[src/rtl/ring_pkg.sv]
package ring_pkg;

    typedef enum logic [2:0] {
        ST_IDLE  = 3'd0,
        ST_ISSUE = 3'd1,
        ST_WAIT  = 3'd2,
        ST_DRAIN = 3'd3,
        ST_FAULT = 3'd4
    } ring_state_t;

endpackage

[src/rtl/ring_burst_fsm.sv]
module ring_burst_fsm
    import ring_pkg::*;
#(
    parameter int LVL_W = 8,
    parameter int WORDS_PER_BURST = 16
) (
    input  logic             clk,
    input  logic             rst_n,
    input  logic             stream_en,
    input  logic             stream_init,
    input  logic [LVL_W-1:0] fifo_words,
    input  logic             at_limit,
    input  logic             burst_done,
    input  logic             burst_error,
    input  logic             error_clear,
    output logic             burst_req,
    output logic             busy,
    output logic             issue_go,
    output logic             advance,
    output logic             flush
);

    localparam logic [LVL_W-1:0] FULL_LVL = LVL_W'(WORDS_PER_BURST);

    ring_state_t state_q, state_d;
    logic        can_issue;

    assign can_issue = stream_en && (fifo_words >= FULL_LVL) && !at_limit && !stream_init;

    // state register
    always_ff @(posedge clk) begin
        if (!rst_n) begin
            state_q <= ST_IDLE;
            flush   <= 1'b0;
        end else begin
            state_q <= state_d;
            flush   <= stream_init;
        end
    end

    // next state
    always_comb begin
        state_d = state_q;
        unique case (state_q)
            ST_IDLE: begin
                if (can_issue) state_d = ST_ISSUE;
            end
            ST_ISSUE: begin
                state_d = stream_init ? ST_DRAIN : ST_WAIT;
            end
            ST_WAIT: begin
                if (burst_error)      state_d = ST_FAULT;
                else if (burst_done)  state_d = ST_IDLE;
                else if (stream_init) state_d = ST_DRAIN;
            end
            ST_DRAIN: begin
                if (burst_error)     state_d = ST_FAULT;
                else if (burst_done) state_d = ST_IDLE;
            end
            ST_FAULT: begin
                if (error_clear) state_d = ST_IDLE;
            end
            default: state_d = ST_IDLE;
        endcase
    end

    // outputs
    always_comb begin
        burst_req = 1'b0;
        busy      = 1'b0;
        issue_go  = 1'b0;
        advance   = 1'b0;
        unique case (state_q)
            ST_IDLE: begin
                issue_go = can_issue;
            end
            ST_ISSUE: begin
                burst_req = 1'b1;
                busy      = 1'b1;
            end
            ST_WAIT: begin
                busy    = 1'b1;
                advance = burst_done && !burst_error && !stream_init;
            end
            ST_DRAIN: begin
                busy = 1'b1;
            end
            ST_FAULT: begin
                busy = 1'b0;
            end
            default: begin
                busy = 1'b0;
            end
        endcase
    end

endmodule

[src/rtl/ring_ptr_unit.sv]
module ring_ptr_unit #(
    parameter int BLK_W = 25
) (
    input  logic             clk,
    input  logic             rst_n,
    input  logic [BLK_W-1:0] start_blk,
    input  logic [BLK_W-1:0] end_blk,
    input  logic [BLK_W-1:0] limit_blk,
    input  logic             init,
    input  logic             advance,
    input  logic             issue_go,
    output logic [BLK_W-1:0] ptr_blk,
    output logic [BLK_W-1:0] req_blk,
    output logic             at_limit
);

    logic [BLK_W-1:0] step_blk;
    logic [BLK_W-1:0] wrap_blk;

    assign step_blk = ptr_blk + BLK_W'(1);
    assign wrap_blk = (step_blk == end_blk) ? start_blk : step_blk;
    assign at_limit = (ptr_blk == limit_blk);

    always_ff @(posedge clk) begin
        if (!rst_n) begin
            ptr_blk <= '0;
            req_blk <= '0;
        end else begin
            if (init)         ptr_blk <= start_blk;
            else if (advance) ptr_blk <= wrap_blk;
            if (issue_go)     req_blk <= ptr_blk;
        end
    end

endmodule

[src/rtl/ring_irq_unit.sv]
module ring_irq_unit #(
    parameter int BLK_W = 25,
    parameter int SUB_W = 4
) (
    input  logic                   clk,
    input  logic                   rst_n,
    input  logic [BLK_W-1:0]       ptr_blk,
    input  logic [BLK_W+SUB_W-1:0] thresh_wrd,
    input  logic                   advance,
    input  logic                   irq_en,
    input  logic                   irq_clear,
    input  logic                   master_en,
    output logic                   pending,
    output logic                   irq_out
);

    localparam int WRD_W = BLK_W + SUB_W;

    logic [WRD_W-1:0] old_wrd;
    logic [WRD_W:0]   new_wrd;
    logic             crossed;

    assign old_wrd = {ptr_blk, {SUB_W{1'b0}}};
    assign new_wrd = {1'b0, old_wrd} + (WRD_W+1)'(1 << SUB_W);
    assign crossed = (thresh_wrd > old_wrd) && ({1'b0, thresh_wrd} <= new_wrd);

    always_ff @(posedge clk) begin
        if (!rst_n)                          pending <= 1'b0;
        else if (irq_clear)                  pending <= 1'b0;
        else if (advance && irq_en && crossed) pending <= 1'b1;
    end

    assign irq_out = pending & master_en;

endmodule

[src/rtl/dma_ring_wptr.sv]
module dma_ring_wptr #(
    parameter int ADDR_W    = 32,
    parameter int BURST_LSB = 7,
    parameter int WORD_LSB  = 3,
    parameter int LVL_W     = 8
) (
    input  logic                        clk,
    input  logic                        rst_n,
    input  logic [ADDR_W-BURST_LSB-1:0] cfg_start_blk,
    input  logic [ADDR_W-BURST_LSB-1:0] cfg_end_blk,
    input  logic [ADDR_W-BURST_LSB-1:0] cfg_limit_blk,
    input  logic [ADDR_W-WORD_LSB-1:0]  cfg_thresh_wrd,
    input  logic                        stream_en,
    input  logic                        stream_init,
    input  logic                        irq_en,
    input  logic                        irq_clear,
    input  logic                        master_irq_en,
    input  logic [LVL_W-1:0]            fifo_words,
    input  logic                        burst_done,
    input  logic                        burst_error,
    input  logic                        error_clear,
    output logic                        burst_req,
    output logic [ADDR_W-1:0]           burst_addr,
    output logic [ADDR_W-1:0]           wr_ptr,
    output logic                        busy,
    output logic                        irq_pending,
    output logic                        irq_out,
    output logic                        buf_flush
);

    localparam int BLK_W = ADDR_W - BURST_LSB;
    localparam int SUB_W = BURST_LSB - WORD_LSB;
    localparam int WORDS_PER_BURST = 1 << SUB_W;

    logic [BLK_W-1:0] ptr_blk;
    logic [BLK_W-1:0] req_blk;
    logic             at_limit;
    logic             issue_go;
    logic             advance;

    ring_burst_fsm #(
        .LVL_W          (LVL_W),
        .WORDS_PER_BURST(WORDS_PER_BURST)
    ) u_fsm (
        .clk        (clk),
        .rst_n      (rst_n),
        .stream_en  (stream_en),
        .stream_init(stream_init),
        .fifo_words (fifo_words),
        .at_limit   (at_limit),
        .burst_done (burst_done),
        .burst_error(burst_error),
        .error_clear(error_clear),
        .burst_req  (burst_req),
        .busy       (busy),
        .issue_go   (issue_go),
        .advance    (advance),
        .flush      (buf_flush)
    );

    ring_ptr_unit #(
        .BLK_W(BLK_W)
    ) u_ptr (
        .clk      (clk),
        .rst_n    (rst_n),
        .start_blk(cfg_start_blk),
        .end_blk  (cfg_end_blk),
        .limit_blk(cfg_limit_blk),
        .init     (stream_init),
        .advance  (advance),
        .issue_go (issue_go),
        .ptr_blk  (ptr_blk),
        .req_blk  (req_blk),
        .at_limit (at_limit)
    );

    ring_irq_unit #(
        .BLK_W(BLK_W),
        .SUB_W(SUB_W)
    ) u_irq (
        .clk       (clk),
        .rst_n     (rst_n),
        .ptr_blk   (ptr_blk),
        .thresh_wrd(cfg_thresh_wrd),
        .advance   (advance),
        .irq_en    (irq_en),
        .irq_clear (irq_clear),
        .master_en (master_irq_en),
        .pending   (irq_pending),
        .irq_out   (irq_out)
    );

    assign wr_ptr     = {ptr_blk, {BURST_LSB{1'b0}}};
    assign burst_addr = {req_blk, {BURST_LSB{1'b0}}};

endmodule

[config.mk]
export PLATFORM = sky130hd
export DESIGN_NAME = dma_ring_wptr
export DESIGN_NICKNAME = d
export VERILOG_FILES = /design/src/rtl/ring_pkg.sv /design/src/rtl/ring_burst_fsm.sv /design/src/rtl/ring_ptr_unit.sv /design/src/rtl/ring_irq_unit.sv /design/src/rtl/dma_ring_wptr.sv
export SDC_FILE = /design/constraint.sdc
export NUM_CORES = 1
export LEC_CHECK = 0
export BUFFER_PORTS_ARGS = -buffer_cell sky130_fd_sc_hd__buf_2
export CORE_ASPECT_RATIO = 0.5
export CORE_MARGIN = 5
export CORE_UTILIZATION = 56
export CTS_CLUSTER_SIZE = 24
export DETAILED_ROUTE_END_ITERATION = 10
export PLACE_DENSITY = 0.94
export SYNTH_ARGS = -nofsm -noshare
export SYNTH_HDL_FRONTEND = slang
export SYNTH_SLANG_ARGS = --single-unit
[constraint.sdc]
create_clock -name clk -period 10.4 [get_ports clk]
set_clock_uncertainty 0.05 [all_clocks]
set_input_delay 1.04 -clock clk [delete_from_list [all_inputs] [get_ports clk]]
set_output_delay 1.04 -clock clk [all_outputs]
set_load 0.02 [all_outputs]
==> metrics.yaml, run 1 <==
routed_wirelength_mm: 23.5
rows: 26
post_cts_buffers: 0
p_sw_uw: 261
leakagePower_nw: 2.95
dominantRegCellSynth: "dfxtp_1"
finalSetupTns_ps: 0
ys_ff_latch: 55
die_h_microns: 81.9
max_freq_ghz: 0.201
cp-end-kind: "flop"
crit_path_top_delay_cell: "nor4_4"
drt_iter0_markers: 973
place_congestion: 1.01
synth_cells: 783
drv_cap: 0
rsz0062_at_grt: "false"
finalPower_uw: 667
crit_path_max_incr_delay_ps: 690
numCtsBuffers: 5
synth_top_cell_by_area: "dfxtp_1"
grt_antenna_before_repair: 2
cp_data_required_time_ps: 10580
cp-start-kind: "flop"
power.share.combinational_pct: 35.4
tritoncts: "yes"
nets: 1090
status: "finished clean"
route.detailed.drc: 0
core_sq_mm: 0.0101
tightest_slew_ps: 1010
sw_frac_of_total_pct: 39.2
wl_per_cell_microns: 22.3
slew-limit-headroom_pct: 31.8
place_area_sq_mm: 0.00659
clk_pin_slew_ps: 90
cpLargestDelayFamily: "simple AND/OR/NAND/NOR gates"
via_count: 6727
area_growth_pct: 16.4
yosys-top-cells-area: "dfxtp_1, ha_1, nor2_1"
crit_arrival_ps: 5140
peakVddDrop_mv: 0.0673
clk-insertion-delay-late_ps: 310
ant_nets: 0
synth.avg_cell_area_sq_um: 7.38
yosysWarnings: 0
cts_sinks: 55
die_w_microns: 154
grt_pass1_vias: 6125
grtUsageTotal_pct: 35.7
io_pins: 191
dp_slack_ps: 5660
setup_ws_ps: 5430
p_clk_share_pct: 27.0
drive_gt1_share_pct: 21.9
grt_pass1_wl_mm: 34.7
overflow: 0
fill_cells: 906
setup_viol: 0
die_area_sq_mm: 0.0126
cp_max_fo: 12
cp_common_cell: "or4_4"
p_seq_share_pct: 37.6
post_cts_resized: 0
initial_utilization_pct: 57.0
drt-pass1-iter-count: 5
final_hold_viol_count: 0
cts_root_buf: "clkbuf_16"
async_flop_share_pct: 0
slew_violations: 0
grt_max_degree: 45
p_per_area_mw_per_mm2: 99.2
antenna_cells: 0
fin_area_sq_mm: 0.00673
fin_crit_ps: 4970
path_class: "reg2reg"
avgViaCountPerCell: 6.36
synth_top_area_share_pct: 19.0
cts_hold_buf: 0
synth_edf_count: 0
htreeDepth: 2
synthesis.area_sq_mm: 0.00578
path_cells: "ha_1 -> nand3_1 -> or4_4 -> nor3_2 -> a21oi_1 -> or4b_1 -> or4_4 -> nor4_4 -> mux2_2 -> o211ai_1"
p_int_uw: 406
hold_slack_ps: 430
yosys.cell_types.count: 65
hold_path_class: "reg2reg"
fin_crit_sh_pct: 47.8
dp_hpwl_mm: 19.0
critPathBufInv: 0
cts.path.max_buffers: 2
ys_seq_area_share_pct: 19.0
portBuffers: 172
kinds of logic after synthesis:
family / Yosys count / share of synthesized area [%]
AND/OR/NAND/NOR: 324 / 29.2
AO/OA/AOI/OAI: 188 / 21.6
buffers and inverters: 100 / 7.96
XOR/XNOR: 59 / 10.2
flip-flops: 55 / 19.0
adder cells (fa/ha/maj): 51 / 11.0
multiplexers: 5 / 0.931
other: 1 / 0.0649
cells in the mapped netlist, drive strengths merged, types with 5 or more instances:
library cell,number
dfxtp,55
clkbuf,37
and3,9
ha,51
nand2b,6
xnor2,39
a21o,24
a21oi,65
inv,33
a22oi,13
a32oi,5
o2111ai,9
o21ai,23
a221oi,5
or3,8
buf,27
nand4,35
and2,8
nor2,97
or4,15
nand3,32
nand2,55
nor3,27
nor2b,7
o31ai,6
xor2,16
nor4,14
a31oi,11
path summary, 6_finish.rpt:
check	from	to	slack, ps	cells after the start
hold reg to reg	u_irq.pending$_SDFFE_PP0P_	u_irq.pending$_SDFFE_PP0P_	430	2
setup / recovery	u_ptr.ptr_blk[0]$_SDFFE_PN0P_	u_ptr.ptr_blk[17]$_SDFFE_PN0P_	5430	10
hold / removal	u_irq.pending$_SDFFE_PP0P_	u_irq.pending$_SDFFE_PP0P_	430	2
setup reg to reg	u_ptr.ptr_blk[0]$_SDFFE_PN0P_	u_ptr.ptr_blk[17]$_SDFFE_PN0P_	5430	10
cell usage in the layout, fill, tap and decap left out, types with 3 or more instances in the layout:
cell type | synthesis | final
xnor2_1 | 38 | 38
nor4_1 | 11 | 11
nand2_1 | 55 | 55
a22oi_1 | 13 | 13
o21a_1 | 4 | 4
mux2_2 | 3 | 3
nor3_1 | 26 | 26
nor2_1 | 97 | 97
a21o_1 | 24 | 24
buf_2 | 8 | 172
nand4b_1 | 3 | 3
clkinv_1 | 3 | 3
inv_1 | 32 | 32
a31oi_1 | 11 | 11
or4_4 | 4 | 4
o31ai_1 | 5 | 5
nand4_1 | 34 | 34
xnor3_1 | 4 | 4
o211ai_1 | 3 | 3
o2111ai_1 | 9 | 9
or4_1 | 11 | 11
a32oi_1 | 5 | 5
o2111a_1 | 3 | 3
a21oi_1 | 65 | 65
nor2b_1 | 7 | 7
and4_1 | 3 | 3
and3_1 | 9 | 9
dfxtp_1 | 55 | 55
nand3_1 | 32 | 32
xor2_1 | 16 | 16
a221oi_1 | 5 | 5
clkbuf_16 | 0 | 5
or3_1 | 8 | 8
buf_4 | 16 | 6
and2_1 | 8 | 8
ha_1 | 51 | 51
nand2b_1 | 6 | 6
o21ai_0 | 22 | 22
conb_1 | 1 | 14
state kept, by name (all words and copies together), names as in the netlist:
name and flops:
u_fsm.flush 1, u_fsm.state_q 3, u_irq.pending 1, u_ptr.ptr_blk 25
u_ptr.req_blk 25
metal layers:
| layer | wire length [microns] | up-vias | part of all wire (%) | GRT usage [%] |
|---|---|---|---|---|
| met3 | 3070 | 53 | 13 | 11.9 |
| met1 | 10500 | 3140 | 44 | 51.1 |
| met4 | 437 | 4 | 1.9 | 8.37 |
| li1 | - | 3100 | - | - |
| met2 | 9550 | 430 | 41 | 51.7 |
| met5 | 23 | - | 0.098 | 0 |
tightest hold or removal path, cell delays in order (launching register included):
cell     delay (ps)
dfxtp_1         330
nand2_1          60
o31ai_1          50
stage by stage:
step / cells / utilization [%]
2_1_floorplan: 796 / -
3_3_place_gp: 1050 / 64.9
3_5_place_dp: 1050 / 64.9
4_1_cts: 1057 / 66.3
5_1_grt: 1057 / 66.3
6_report: 1057 / 66.3
power by group through the flow:
stage	sequential, mW	clock [mW]	combinational (mW)
3_5_place_dp	0.254	0	0.229
2_1_floorplan	0.247	0	0.153
6_report	0.251	0.180	0.236
5_1_grt	0.252	0.190	0.257
4_1_cts	0.249	0.180	0.230
3_3_place_gp	0.254	0	0.223
layout make-up:
cell class	instances	area [sq um]	share of cell area [%]
multi-input cells	641	4270	63.5
flip-flops and latches	55	1100	16.4
repair buffers	178	906	13.5
well taps	140	175	2.60
inverters	36	135	2.01
clock buffers	5	125	1.86
clock inverters	2	16.3	0.242
Power figures use the tool's default switching activity.
==> run 2: changes to the inputs <==
- CORE_UTILIZATION: 56 -> 52
- PLACE_DENSITY: 0.94 -> 0.89
- clock period: 10.4 -> 5.1 ns (I/O delays scaled with it)
==> run 2 against run 1 <==
Final cell count is 1.8% higher. Hold slack got worse by 27 ps. Non-clock buffer count up 13. Register-to-register slack got worse by 5100 ps. Critical path type unchanged. Flip-flop and latch count stayed put. Combinational power rose by 120%. Via count is 0.40% higher. Sequential share of layout area decreased by 0.29 points. Highest routed layer unchanged. First-iteration DRC count fell by 1.4%. Final area grew 1.8%. Critical path depth fell by 1. Setup slack got worse by 5100 ps.
==> metrics.yaml, run 2 (synthesized netlist as in run 1, its figures left out) <==
die_area_sq_mm: 0.0135  # +7.0%
grt_pass1_vias: 6262  # +2.2%
mostFrequentLayoutCell: "buf_2"
path_class: "reg2reg"
numCtsBuffers: 5  # unchanged
portBuffers: 172  # unchanged
sw_frac_of_total_pct: 38.6  # -0.57 points
route.detailed.drc: 0  # unchanged
p_sw_uw: 537  # +110%
avgViaCountPerCell: 6.28  # -1.4%
setup_viol: 0  # unchanged
cp_max_fo: 13  # +1
slew_violations: 0  # unchanged
cp_data_required_time_ps: 5280  # -5300 ps
hold_path_class: "in2reg"
max_freq_ghz: 0.212  # +5.1%
grtUsageMet3_pct: 10.9  # -0.96 points
p_per_area_mw_per_mm2: 203  # +100%
initial_utilization_pct: 52.8  # -4.1 points
post_cts_buffers: 0  # unchanged
io_pins: 191  # unchanged
grt_antenna_before_repair: 2  # unchanged
grt_pass1_wl_mm: 36.1  # +4.0%
wl_per_cell_microns: 22.6  # +1.4%
finalPower_mw: 1.39  # +110%
via_count: 6754  # +0.40%
rows: 27  # +3.8%
fin_crit_ps: 4730  # -242 ps
routed_wirelength_mm: 24.3  # +3.3%
cts.path.max_buffers: 2  # unchanged
met2_usage_pct: 50.0  # -1.7 points
tightest_slew_ps: 796  # -219 ps
mostFrequentLayoutCells: "buf_2, nor2_1, a21oi_1"
cp-end-kind: "flop"
cts_root_buf: "clkbuf_16"
p_clk_share_pct: 27.6  # +0.6 points
die_h_microns: 84.6  # +3.3%
tritoncts: "yes"
status: "finished clean"
overflow: 0  # unchanged
clk-insertion-delay-late_ps: 300  # about the same
antenna_cells: 0  # unchanged
core_sq_mm: 0.0109  # +7.8%
crit_arrival_ps: 4900  # -240 ps
dp_hpwl_mm: 19.8  # +4.0%
finalSetupTns_ps: 0  # unchanged
grtUsageTotal_pct: 33.9  # -1.8 points
final_hold_viol_count: 0  # unchanged
rsz0062_at_grt: "false"
slew-limit-headroom_pct: 46.5  # +15 points
place_congestion: 1.03  # +1.7%
p_seq_share_pct: 35.6  # -2.0 points
drt_iter0_markers: 959  # -1.4%
hold_slack_ps: 404  # -26.7 ps
drt-pass1-iter-count: 8  # +3
clk_pin_slew_ps: 80  # about the same
power.share.combinational_pct: 36.7  # +1.3 points
grt.busiest_layer: "met2"
p_int_uw: 853  # +110%
ant_nets: 0  # unchanged
die_w_microns: 159  # +3.5%
area_growth_pct: 18.4
fin_crit_sh_pct: 92.7  # +45 points
htreeDepth: 2  # unchanged
cts_hold_buf: 0  # unchanged
leakagePower_nw: 3.03  # +2.6%
top_regs: "u_ptr.ptr_blk (25), u_ptr.req_blk (25), u_fsm.state_q (3)"
drv_cap: 0  # unchanged
cp-start-kind: "flop"
cts_sinks: 55  # unchanged
peakVddDrop_mv: 0.164  # +140%
post_cts_resized: 0  # unchanged
met1_usage_pct: 48.2  # -2.9 points
drive_gt1_share_pct: 23.1  # +1.2 points
grt_max_degree: 43  # -4.4%
nets: 1103  # +1.2%
[run 2: changes by cell type in the layout (fill, tap and decap cells not counted)]
cell,previous run,this run
clkbuf_8,0,1
buf_4,6,19
inv_8,0,1
inv_6,1,0
[run 2: per-stage QoR]
| step | util (%) | cells | instance area (sq um) | worst slack (ps) |
|---|---|---|---|---|
| after floorplan | - | 796 | 5830 | 1070 |
| after global placement | 61.1 | 1068 | 6690 | 692 |
| after detailed placement | 61.1 | 1068 | 6690 | 602 |
| after CTS | 62.6 | 1076 | 6850 | 568 |
| after global routing | 62.6 | 1076 | 6850 | 348 |
| final | 62.6 | 1076 | 6850 | 374 |
[run 2: critical path, cell delays in order, from the launching register on]
cell and delay [ps]:
dfxtp_1 530, nand3_1 510, or4_4 750, nor3_2 410, a21oi_1 100, or4b_1 490
or4_4 570, nor4_4 670, mux2_2 400, o211ai_1 160
[run 2: final cells by class]
type | instances | area, sq um
clock buffer | 6 | 139
clock inverter | 2 | 18.8
fill | 1020 | 4100
inverter | 36 | 135
multi-input combinational | 641 | 4270
sequential | 55 | 1100
tap | 145 | 181
timing repair buffer | 191 | 1000
[run 2: power by group through the flow]
stage          Clock, mW  Combinational (mW)  Sequential, mW
4_1_cts            0.384               0.500           0.493
6_report           0.384               0.511           0.495
5_1_grt            0.406               0.553           0.498
2_1_floorplan          0               0.313           0.504
3_3_place_gp           0               0.481           0.502
3_5_place_dp           0               0.497           0.503
[run 2: layer usage]
layer  up-vias  part of all wire [%]
met5         -                 0.029
met4         2                   1.9
met3        56                    12
met2       398                    42
met1      3160                    43
li1       3138                     -
[run 2: final timing paths]
check,from,end,slack [ps],depth (start not counted)
worst min-delay path,cfg_start_blk[8],u_ptr.ptr_blk[8]$_SDFFE_PN0P_,400,3
worst min register to register,u_ptr.req_blk[14]$_SDFFE_PN0P_,u_ptr.req_blk[14]$_SDFFE_PN0P_,440,2
worst max register to register,u_ptr.ptr_blk[3]$_SDFFE_PN0P_,u_ptr.ptr_blk[17]$_SDFFE_PN0P_,370,9
worst max-delay path,u_ptr.ptr_blk[3]$_SDFFE_PN0P_,u_ptr.ptr_blk[17]$_SDFFE_PN0P_,370,9
==> run 3: changes to the inputs <==
- ABC_AREA: not set -> 1
- ABC_CLOCK_PERIOD_IN_PS: not set -> 5100
==> run 3 against run 2 <==
Final area fell by 4.5%. Via count fell by 4.5%. Total power fell by 5.8%. Area after synthesis fell by 3.5%. Combinational power fell by 14%. Largest cell class unchanged. Largest power group is now sequential cells. Highest routed layer is now met4.
==> metrics.yaml, run 3 <==
status: "finished clean"
crit_arrival_ps: 3560  # -1340 ps
avgViaCountPerCell: 5.39  # -14%
seqCellArea_sq_mm: 0.00110  # unchanged
final_cells: 1197  # +11%
max_freq_ghz: 0.295  # +39%
grt_pass1_wl_mm: 29.0  # -20%
cp-start-kind: "flop"
cp-end-kind: "flop"
clk-insertion-delay-late_ps: 280  # -20 ps
dp_slack_ps: 1810  # +1210 ps
yosys.cell_count.top_type: "nand2_1"
yosys.cell_types.count: 45  # -31%
cts.path.max_buffers: 2  # unchanged
fin_crit_ps: 3390  # -1340 ps
slew-limit-headroom_pct: 32.0  # -15 points
nets: 1230  # +12%
htreeDepth: 2  # unchanged
post_cts_buffers: 0  # unchanged
grt_antenna_before_repair: 0  # -2
setup_viol: 0  # unchanged
ant_nets: 0  # unchanged
drv_cap: 0  # unchanged
multi_input_area_sq_mm: 0.00382  # -10%
cts_sinks: 55  # unchanged
leakagePower_nw: 3.44  # +13%
synth_edf_count: 0  # unchanged
drt-pass1-iter-count: 5  # -3
synthesis.area_sq_mm: 0.00558  # -3.5%
area_growth_pct: 17.2
place_area_sq_mm: 0.00638  # -4.6%
route.detailed.drc: 0  # unchanged
post_cts_resized: 0  # unchanged
grtUsageTotal_pct: 27.1  # -6.9 points
p_per_area_mw_per_mm2: 200  # -1.4%
place_inst: 1190  # +11%
final_hold_viol_count: 0  # unchanged
die_w_microns: 156  # -1.7%
dp_hpwl_mm: 15.4  # -22%
drive_gt1_share_pct: 20.3  # -2.8 points
mostFrequentLayoutCell: "nand2_1"
grt_pass1_vias: 5848  # -6.6%
cp_max_fo: 9  # -4
grt_max_degree: 55  # +28%
yosys-top-cells-area: "dfxtp_1, nand2_1, ha_1"
yosysWarnings: 0  # unchanged
rsz0062_at_grt: "false"
fin_area_sq_mm: 0.00654  # -4.5%
io_pins: 191  # unchanged
wl_per_cell_microns: 15.4  # -32%
tightest_slew_ps: 1020  # +222 ps
antenna_cells: 0  # unchanged
synth_top_cell_by_area: "dfxtp_1"
via_count: 6450  # -4.5%
top_regs: "u_ptr.ptr_blk (25), u_ptr.req_blk (25), u_fsm.state_q (3)"
drt_iter0_markers: 512  # -47%
ys_ff_latch: 55  # unchanged
ys_seq_area_share_pct: 19.7  # +0.69 points
synth_top_area_share_pct: 19.7  # +0.69 points
final_core_utilization_pct: 63.2  # +0.66 points
cts_hold_buf: 0  # unchanged
fin_crit_sh_pct: 66.5  # -26 points
setup_ws_ps: 1710  # +1340 ps
portBuffers: 172  # unchanged
hold_path_class: "in2reg"
dominantRegCellSynth: "dfxtp_1"
peakVddDrop_mv: 0.148  # -9.7%
place_congestion: 0.991  # -3.8%
synth_cells: 914  # +17%
routed_wirelength_mm: 18.5  # -24%
async_flop_share_pct: 0  # unchanged
fill_cells: 1018  # -0.20%
die_area_sq_mm: 0.0130  # -3.2%
slew_violations: 0  # unchanged
tritoncts: "yes"
cp_data_required_time_ps: 5270  # about the same
die_h_microns: 83.2  # -1.6%
cts_root_buf: "clkbuf_16"
rows: 26  # -3.7%
initial_utilization_pct: 53.9  # +1.1 points
finalSetupTns_ps: 0  # unchanged
mostFrequentLayoutCells: "nand2_1, buf_2, nor2_1"
path_class: "reg2reg"
numCtsBuffers: 5  # unchanged
synth_common_cells: "nand2_1, nor2_1, inv_1"
clk_pin_slew_ps: 70  # about the same
overflow: 0  # unchanged
synth.avg_cell_area_sq_um: 6.10  # -17%
core_sq_mm: 0.0103  # -5.5%
run 3: layer usage:
layer  routed length [microns]  share of wire (%)  vias to the layer above  GRT usage, %
li1                          -                  -                     3222             -
met1                      8470                 46                     2864          40.3
met3                      1870                 10                       26          3.06
met4                       282                1.5                        0          5.83
met2                      7880                 43                      338          41.7
met5                         0                  0                        -             0
run 3: cell type report:
cell class	count	share of cell area [%]
Inverter	108	6.20
Tap cell	140	2.68
Clock buffer	6	1.97
Multi-Input combinational cell	713	58.5
Sequential cell	55	16.8
Clock inverter	1	0.459
Timing Repair Buffer	174	13.4
run 3: logic make-up after synthesis:
| logic type | after synthesis | synth area share (%) |
|---|---|---|
| adder cells (fa/ha/maj) | 51 | 11.4 |
| XOR/XNOR | 19 | 2.98 |
| AO/OA/AOI/OAI | 129 | 13.8 |
| buffers and inverters | 159 | 12.6 |
| flip-flops | 55 | 19.7 |
| AND/OR/NAND/NOR | 500 | 39.4 |
| other | 1 | 0.0672 |
run 3: worst paths after layout:
path                                 start                         end  slack [ps]  depth (start not counted)
max          u_ptr.ptr_blk[0]$_SDFFE_PN0P_  u_irq.pending$_SDFFE_PP0P_        1710                         16
max reg2reg  u_ptr.ptr_blk[0]$_SDFFE_PN0P_  u_irq.pending$_SDFFE_PP0P_        1710                         16
min reg2reg     u_irq.pending$_SDFFE_PP0P_  u_irq.pending$_SDFFE_PP0P_         410                          2
min                              irq_clear  u_irq.pending$_SDFFE_PP0P_         410                          3
run 3: through the flow:
| step | total power, mW | hold slack (ps) |
|---|---|---|
| 2_1_floorplan | 0.788 | 450 |
| 3_3_place_gp | 0.926 | 395 |
| 3_5_place_dp | 0.939 | 402 |
| 4_1_cts | 1.30 | 410 |
| 5_1_grt | 1.39 | 431 |
| 6_report | 1.31 | 414 |
run 3: power by group:
group	switching, mW	leakage [nW]	internal (mW)
Sequential	0.0497	0.450	0.452
Combinational	0.273	2.91	0.165
Clock	0.140	0.0769	0.229
run 3: worst max-delay path, stage by stage, from the launching register on:
cell and delay [ps]:
dfxtp_1 620, ha_1 280, nand2_1 120, nor2_4 250, nand2_4 100, inv_1 130, nand4_1 120, nand2_1 190
inv_1 70, ha_1 290, nand4_1 150, nor4_1 260, nand3_1 120, nand3b_1 180, nand2_1 70, nand2_1 160
a21oi_1 170
